File: src/rtl/mdc_pkg.sv
package mdc_pkg;

    typedef enum logic [2:0] {
        ST_IDLE,
        ST_ROW,
        ST_COL,
        ST_PRE,
        ST_REF
    } seq_state_e;

    typedef struct packed {
        logic ras_n;
        logic cas_n;
        logic we_n;
        logic oe_n;
    } strobe_t;

    localparam strobe_t STROBE_IDLE = '{ras_n: 1'b1, cas_n: 1'b1, we_n: 1'b1, oe_n: 1'b1};

    function automatic int max2(input int a, input int b);
        return (a > b) ? a : b;
    endfunction

    function automatic int max4(input int a, input int b, input int c, input int d);
        return max2(max2(a, b), max2(c, d));
    endfunction

    // cycles between refresh slots: retention / (clock period * rows), at least 1
    function automatic int refresh_interval(input int retain_ns, input int clk_ns, input int rows);
        int iv;
        iv = retain_ns / (clk_ns * rows);
        return (iv < 1) ? 1 : iv;
    endfunction

endpackage

File: src/rtl/mdc_refresh_timer.sv
module mdc_refresh_timer #(
    parameter int INTERVAL = 100,
    parameter int ROW_W    = 4
) (
    input  logic             clk,
    input  logic             rst,
    input  logic             ack,
    output logic             pend,
    output logic [ROW_W-1:0] row
);
    localparam int IV_W = (INTERVAL > 1) ? $clog2(INTERVAL) : 1;

    logic [IV_W-1:0] cnt;
    logic            tick;

    assign tick = (cnt == IV_W'(INTERVAL - 1));

    always_ff @(posedge clk) begin
        if (rst) begin
            cnt  <= '0;
            pend <= 1'b0;
            row  <= '0;
        end else begin
            cnt  <= tick ? '0 : cnt + 1'b1;
            pend <= tick | (pend & ~ack);
            if (ack) begin
                row <= row + 1'b1;
            end
        end
    end

    // a slot always leaves a pending refresh behind it
    p_tick_sets_pend_r6: assert property (@(posedge clk) disable iff (rst)
        tick |=> pend);

    // taking the refresh clears the request unless a new slot coincides
    p_ack_clears_r6: assert property (@(posedge clk) disable iff (rst)
        (ack && !tick) |=> !pend);

    // row counter moves only when a refresh is taken
    p_row_steps_r7: assert property (@(posedge clk) disable iff (rst)
        !ack |=> $stable(row));

endmodule

File: src/rtl/mdc_access_seq.sv
module mdc_access_seq
    import mdc_pkg::*;
#(
    parameter int ROW_W   = 4,
    parameter int COL_W   = 4,
    parameter int DATA_W  = 8,
    parameter int MA_W    = 4,
    parameter int T_RCD   = 2,
    parameter int CAS_LAT = 2,
    parameter int T_PRE   = 2,
    parameter int T_REF   = 3
) (
    input  logic                    clk,
    input  logic                    rst,
    input  logic                    req_valid,
    input  logic                    req_write,
    input  logic [ROW_W+COL_W-1:0]  req_addr,
    input  logic [DATA_W-1:0]       req_wdata,
    output logic                    req_ready,
    input  logic                    ref_pend,
    input  logic [ROW_W-1:0]        ref_row,
    output logic                    ref_ack,
    output logic                    rsp_valid,
    output logic [DATA_W-1:0]       rsp_rdata,
    output logic                    busy,
    output logic                    refreshing,
    output logic [MA_W-1:0]         dram_addr,
    output strobe_t                 strobe,
    output logic [DATA_W-1:0]       dq_out,
    output logic                    dq_oe,
    input  logic [DATA_W-1:0]       dq_in
);
    localparam int CNT_W = $clog2(max4(T_RCD, CAS_LAT, T_PRE, T_REF) + 1);

    typedef struct packed {
        logic              wr;
        logic [ROW_W-1:0]  row;
        logic [COL_W-1:0]  col;
        logic [DATA_W-1:0] wdata;
    } access_t;

    seq_state_e       state;
    access_t          acc;
    logic [CNT_W-1:0] cnt;
    int               lim;
    logic             last;

    always_comb begin
        case (state)
            ST_ROW:  lim = T_RCD;
            ST_COL:  lim = CAS_LAT;
            ST_PRE:  lim = T_PRE;
            ST_REF:  lim = T_REF;
            default: lim = 1;
        endcase
        last = (int'(cnt) == lim - 1);
    end

    assign ref_ack    = (state == ST_IDLE) && ref_pend;
    assign req_ready  = (state == ST_IDLE) && !ref_pend;
    assign busy       = (state != ST_IDLE);
    assign refreshing = (state == ST_REF);

    always_ff @(posedge clk) begin
        if (rst) begin
            state     <= ST_IDLE;
            acc       <= '0;
            cnt       <= '0;
            rsp_valid <= 1'b0;
            rsp_rdata <= '0;
        end else begin
            rsp_valid <= 1'b0;
            case (state)
                ST_IDLE: begin
                    cnt <= '0;
                    if (ref_pend) begin
                        acc.row <= ref_row;
                        acc.wr  <= 1'b0;
                        state   <= ST_REF;
                    end else if (req_valid) begin
                        acc.wr    <= req_write;
                        acc.row   <= req_addr[ROW_W+COL_W-1:COL_W];
                        acc.col   <= req_addr[COL_W-1:0];
                        acc.wdata <= req_wdata;
                        state     <= ST_ROW;
                    end
                end
                ST_ROW: begin
                    cnt <= last ? '0 : cnt + 1'b1;
                    if (last) state <= ST_COL;
                end
                ST_COL: begin
                    cnt <= last ? '0 : cnt + 1'b1;
                    if (last) begin
                        if (!acc.wr) begin
                            rsp_rdata <= dq_in;
                            rsp_valid <= 1'b1;
                        end
                        state <= ST_PRE;
                    end
                end
                ST_PRE: begin
                    cnt <= last ? '0 : cnt + 1'b1;
                    if (last) state <= ST_IDLE;
                end
                ST_REF: begin
                    cnt <= last ? '0 : cnt + 1'b1;
                    if (last) state <= ST_PRE;
                end
                default: state <= ST_IDLE;
            endcase
        end
    end

    always_comb begin
        strobe    = STROBE_IDLE;
        dram_addr = '0;
        dq_out    = acc.wdata;
        dq_oe     = 1'b0;
        case (state)
            ST_ROW, ST_REF: begin
                strobe.ras_n           = 1'b0;
                dram_addr[ROW_W-1:0]   = acc.row;
            end
            ST_COL: begin
                strobe.ras_n           = 1'b0;
                strobe.cas_n           = 1'b0;
                strobe.we_n            = !acc.wr;
                strobe.oe_n            = acc.wr;
                dq_oe                  = acc.wr;
                dram_addr[COL_W-1:0]   = acc.col;
            end
            default: ;
        endcase
    end

    // column strobe only inside a row strobe
    p_cas_inside_ras_r3: assert property (@(posedge clk) disable iff (rst)
        !strobe.cas_n |-> !strobe.ras_n);

    // latched row does not move during the column phase
    p_row_held_r2: assert property (@(posedge clk) disable iff (rst)
        (state == ST_COL) |-> $stable(acc.row));

    // write and output enables never both active
    p_we_oe_excl_r4: assert property (@(posedge clk) disable iff (rst)
        !(!strobe.we_n && !strobe.oe_n));

    // refresh keeps column strobe and write enable inactive
    p_ref_ras_only_r7: assert property (@(posedge clk) disable iff (rst)
        refreshing |-> (strobe.cas_n && strobe.we_n && !strobe.ras_n));

    // no host acceptance while refresh is owed
    p_ref_blocks_host_r8: assert property (@(posedge clk) disable iff (rst)
        ref_pend |-> !req_ready);

    // a response follows only the column phase of a read
    p_rsp_after_read_r5: assert property (@(posedge clk) disable iff (rst)
        rsp_valid |-> ($past(state) == ST_COL && !acc.wr));

    // ready and busy are mutually exclusive
    p_ready_not_busy_r9: assert property (@(posedge clk) disable iff (rst)
        req_ready |-> !busy);

endmodule

File: src/rtl/dram_refresh_ctl.sv
module dram_refresh_ctl
    import mdc_pkg::*;
#(
    parameter int ROW_W     = 4,
    parameter int COL_W     = 4,
    parameter int DATA_W    = 8,
    parameter int T_RCD     = 2,
    parameter int CAS_LAT   = 2,
    parameter int T_PRE     = 2,
    parameter int T_REF     = 3,
    parameter int CLK_NS    = 4,
    parameter int RETAIN_NS = 64000000,
    localparam int ADDR_W   = ROW_W + COL_W,
    localparam int MA_W     = (ROW_W > COL_W) ? ROW_W : COL_W
) (
    input  logic              clk,
    input  logic              rst,
    input  logic              req_valid,
    output logic              req_ready,
    input  logic              req_write,
    input  logic [ADDR_W-1:0] req_addr,
    input  logic [DATA_W-1:0] req_wdata,
    output logic              rsp_valid,
    output logic [DATA_W-1:0] rsp_rdata,
    output logic              busy,
    output logic              refreshing,
    output logic [MA_W-1:0]   dram_addr,
    output logic              dram_ras_n,
    output logic              dram_cas_n,
    output logic              dram_we_n,
    output logic              dram_oe_n,
    output logic [DATA_W-1:0] dram_dq_out,
    output logic              dram_dq_oe,
    input  logic [DATA_W-1:0] dram_dq_in
);
    localparam int ROWS     = 1 << ROW_W;
    localparam int INTERVAL = refresh_interval(RETAIN_NS, CLK_NS, ROWS);

    logic             ref_pend;
    logic             ref_ack;
    logic [ROW_W-1:0] ref_row;
    strobe_t          strobe;

    mdc_refresh_timer #(
        .INTERVAL (INTERVAL),
        .ROW_W    (ROW_W)
    ) u_timer (
        .clk  (clk),
        .rst  (rst),
        .ack  (ref_ack),
        .pend (ref_pend),
        .row  (ref_row)
    );

    mdc_access_seq #(
        .ROW_W   (ROW_W),
        .COL_W   (COL_W),
        .DATA_W  (DATA_W),
        .MA_W    (MA_W),
        .T_RCD   (T_RCD),
        .CAS_LAT (CAS_LAT),
        .T_PRE   (T_PRE),
        .T_REF   (T_REF)
    ) u_seq (
        .clk        (clk),
        .rst        (rst),
        .req_valid  (req_valid),
        .req_write  (req_write),
        .req_addr   (req_addr),
        .req_wdata  (req_wdata),
        .req_ready  (req_ready),
        .ref_pend   (ref_pend),
        .ref_row    (ref_row),
        .ref_ack    (ref_ack),
        .rsp_valid  (rsp_valid),
        .rsp_rdata  (rsp_rdata),
        .busy       (busy),
        .refreshing (refreshing),
        .dram_addr  (dram_addr),
        .strobe     (strobe),
        .dq_out     (dram_dq_out),
        .dq_oe      (dram_dq_oe),
        .dq_in      (dram_dq_in)
    );

    assign dram_ras_n = strobe.ras_n;
    assign dram_cas_n = strobe.cas_n;
    assign dram_we_n  = strobe.we_n;
    assign dram_oe_n  = strobe.oe_n;

    // strobes idle in the cycle after reset
    p_reset_idle_r1: assert property (@(posedge clk)
        $past(rst) |-> (dram_ras_n && dram_cas_n && dram_we_n && dram_oe_n && !busy));

endmodule

File: config.mk
export PLATFORM = sky130hd
export DESIGN_NAME = dram_refresh_ctl
export DESIGN_NICKNAME = d
export VERILOG_FILES = /design/src/rtl/mdc_pkg.sv /design/src/rtl/mdc_refresh_timer.sv /design/src/rtl/mdc_access_seq.sv /design/src/rtl/dram_refresh_ctl.sv
export SDC_FILE = /design/constraint.sdc
export NUM_CORES = 1
export LEC_CHECK = 0
export ABC_CLOCK_PERIOD_IN_PS = 2590
export BUFFER_PORTS_ARGS = -buffer_cell sky130_fd_sc_hd__buf_2
export CAP_MARGIN = 20
export CELL_PAD_IN_SITES_DETAIL_PLACEMENT = 2
export CELL_PAD_IN_SITES_GLOBAL_PLACEMENT = 2
export CORE_ASPECT_RATIO = 0.75
export CORE_MARGIN = 3
export CORE_UTILIZATION = 31
export CTS_CLUSTER_DIAMETER = 50
export DETAILED_ROUTE_END_ITERATION = 10
export GPL_ROUTABILITY_DRIVEN = 1
export PLACE_DENSITY_LB_ADDON = 0.1
export SLEW_MARGIN = 10
export SYNTH_ARGS = -nofsm -noshare
export SYNTH_HDL_FRONTEND = slang
export SYNTH_SLANG_ARGS = --single-unit
File: constraint.sdc
create_clock -name clk -period 2.59 [get_ports clk]
set_input_delay 0.259 -clock clk [delete_from_list [all_inputs] [get_ports clk]]
set_output_delay 0.259 -clock clk [all_outputs]
set_load 0.02 [all_outputs]
==> results.py <==
metrics = {
    "cts": {
        "cts_tree": "yes",
        "clk_pin_slew_ps": 100,
        "postCtsSetupBuffers": 0,
        "clkSinkCount": 56,
        "htreeDepth": 2,
        "clk_path_buf_depth": 2,
        "insertion_delay_ps": 300,
        "cts_root_buf": "clkbuf_8",
        "cts_made_buffers": 5,
    },
    "route": {
        "vias_per_cell": 5.06,
        "via_count": 2281,
        "firstDrtPassIters": 4,
        "drc": 0,
        "wl_per_cell_um": 15.5,
        "drtIter0Drc": 92,
        "drt-total-wl_um": 6990,
        "drtAntennaViolNets": 0,
    },
    "hold_path": {
        "hold_path_end": "u_seq.dq_out[2]",
        "min_path_cells": 3,
        "worstHoldStart": "req_wdata[2]",
        "hold_class": "in2reg",
    },
    "timing": {
        "tightest_slew_ps": 626,
        "slew_headroom": 0.578,
        "worst_hold_slack_ps": 187,
        "timing.fmax_mhz": 466,
        "period_minus_slack_ps": 2150,
        "rsz0062_at_grt": "no",
        "finalMaxSlewViolations": 0,
        "fin_tns_setup_ps": 0,
        "skew_ps": 8.05,
        "fin_ws_ps": 445,
        "post-route-period-util": 0.828,
        "hold_viol_final": 0,
        "setup_violations": 0,
    },
    "critical_path": {
        "cp_slowest_cell": "dfxtp_1",
        "endpoint_kind": "output pin",
        "worstPathCellList": "inv_1, nor2_1, a22oi_1, o21ai_0, buf_2",
        "start_kind": "register",
        "cp.arrival_ps": 1890,
        "reg2reg_to": "u_timer.cnt[16]",
        "slowest_delay_ps": 580,
        "reg2reg_slack_ps": 570,
        "rr_worst_depth": 5,
        "cp_max_fo": 13,
        "worstPathRequired_ps": 2330,
        "worst_r2r_startpoint": "u_timer.cnt[9]",
        "worstSetupPathType": "reg2out",
        "path_buf_inv": 2,
        "cpLargestDelayFamily": "flip-flops",
    },
    "final_layout": {
        "design_area_sq_um": 2950,
        "nNetsFinal": 375,
        "antenna_cells": 0,
        "n_fill_cell": 933,
        "finish.utilization": 0.371,
        "syn_to_final_growth_pct": 14.9,
        "layout_common_cells": "buf_2, dfxtp_1, nand2_1",
        "drive_above_1_share": 0.237,
        "final_common_cell": "buf_2",
    },
    "global_routing": {
        "grt_max_degree": 38,
        "grt_pass1_vias": 2407,
        "grt_usage": 0.153,
        "grt_pass1_wl_um": 11900,
        "grt-ovfl-total": 0,
        "antenna_found_initial": 0,
    },
    "power_and_ir_drop": {
        "ir_worst_vdd_v": 0.000215,
        "power.internal_mw": 1.19,
        "seq_power_share": 0.564,
        "power_frac_clock": 0.304,
        "power.share.switching": 0.275,
        "p_comb_frac": 0.131,
        "switchingPower_mw": 0.452,
        "cellLeakagePower_nw": 1.20,
        "power_density_nw_per_um2": 558,
    },
    "logic_synthesis": {
        "synth_area_sq_um": 2560,
        "synth.area.mux_share": 0.0312,
        "syn_inst": 304,
        "syn_nets": 334,
        "postSynth.asyncResetShare": 0,
        "synthFlopType": "dfxtp_1",
        "ys_types": 44,
        "synth-seq-area-share": 0.437,
        "yosysWarnings": 0,
        "synth_fa_ha_area_frac": 0.00976,
        "synth_edf_count": 0,
        "synth_compound_area_frac": 0.162,
        "syn_area_per_cell_sq_um": 8.43,
        "yosys.area_share.simple": 0.250,
        "synth-seq-cells": 56,
        "synth_xor_area_frac": 0.0410,
        "synth_top_family_by_area": "simple AND/OR/NAND/NOR gates",
    },
    "die": {
        "num_io_pins": 57,
        "die_area_sq_um": 9410,
        "die_w_um": 111,
        "core-area_sq_um": 7950,
        "rows": 28,
        "initial_core_util": 0.322,
        "die_y_um": 84.8,
    },
    "place": {
        "dp.final_hpwl_um": 5170,
        "post_dp_cell_area_sq_um": 2860,
        "pre_cts_ws_ps": 572,
        "numPortBuffers": 56,
        "gp_congestion": 0.759,
    },
    "run_status": {
        "run_status": "completed",
    },
    "flow_run": {
        "max_cap_viol_count": 0,
    },
}
## synth_stat cells, types with 3 or more instances
library cell / count / area, sq um
nand4_1: 5 / 31.3
mux2i_1: 8 / 80.1
o21ai_0: 12 / 60.1
xor2_1: 11 / 96.3
or4_1: 4 / 30.0
nand3_1: 13 / 65.1
nand2_1: 38 / 143
a21oi_1: 28 / 140
buf_4: 8 / 60.1
nor2_1: 25 / 93.8
o22ai_1: 4 / 25.0
nor2_2: 10 / 62.6
and2_1: 4 / 25.0
o31ai_1: 5 / 37.5
or3_1: 7 / 43.8
a22oi_1: 3 / 22.5
clkbuf_1: 13 / 48.8
and3_1: 6 / 37.5
dfxtp_1: 56 / 1120
a211oi_1: 6 / 45.0
inv_1: 9 / 33.8
## power by group through the flow
stage	Sequential [mW]	Clock [mW]	Combinational (mW)
floorplan	0.930	0	0.162
global placement	0.946	0	0.214
detailed placement	0.947	0	0.219
CTS	0.928	0.521	0.220
global route	0.934	0.561	0.243
finish	0.928	0.500	0.216
## through the flow
step | total power, mW | cells
floorplan | 1.09 | 304
global placement | 1.16 | 443
detailed placement | 1.17 | 443
CTS | 1.67 | 451
global route | 1.74 | 451
finish | 1.64 | 451
## what timing repair did
action | CTS | global route
setup endpoints to repair | 0 | 2
gates resized for setup | 0 | 1
hold buffers | 0 | 0
## layer usage
| metal | wire [um] | up-vias | GRT usage |
|---|---|---|---|
| met2 | 3010 | 41 | 0.238 |
| met4 | 29 | 0 | 0.0265 |
| met1 | 3670 | 1106 | 0.218 |
| met5 | 0 | - | 0 |
| met3 | 282 | 2 | 0.0389 |
| li1 | - | 1132 | - |
## sequential cells by signal, indices dropped and copies added, names as in the netlist
| register | count |
|---|---|
| u_seq.state | 3 |
| u_seq.cnt | 2 |
| u_seq.rsp_valid | 1 |
| u_timer.cnt | 20 |
| u_timer.row | 4 |
| u_seq.acc | 9 |
| u_seq.rsp_rdata | 8 |
| u_seq.dq_out | 8 |
| u_timer.pend | 1 |
## cells by family (layout without fill, tap and decap cells)
logic type,after synthesis,count (layout)
and+or+nand+nor,125,125
DFF,56,56
AOI/OAI and AO/OA,67,67
muxes,8,8
buffers and inverters,34,76
xor gates and xnor gates,12,12
adders and majority gates,2,2
## worst max path at each step
stage / start / end / slack [ps] / cells past startpoint
floorplan: u_seq.state[0] / u_seq.acc[11] / 480 / 6
global placement: u_timer.cnt[9] / u_timer.cnt[13] / 600 / 5
detailed placement: u_timer.cnt[9] / u_timer.cnt[11] / 570 / 5
CTS: u_seq.state[0] / dram_addr[3] / 310 / 5
global route: u_seq.state[1] / dram_addr[3] / 160 / 5
finish: u_seq.state[1] / dram_addr[3] / 440 / 5
## area by class of cell
class / count / area [sq um] / area share
clock buffers: 8 / 90.1 / 0.0306
multi-input cells: 214 / 1270 / 0.430
repair buffers: 59 / 303 / 0.103
inverters: 9 / 33.8 / 0.0115
well taps: 105 / 131 / 0.0446
flip-flops and latches: 56 / 1120 / 0.381
## worst register-to-register path, delay by kind of cell, from the launching register on
family / cells / cell delay [ps]
AO/OA/AOI/OAI: 2 / 190
buffers and inverters: 1 / 300
flip-flops: 1 / 440
AND/OR/NAND/NOR: 2 / 980
Note: power is estimated with default switching activity, not from simulation.
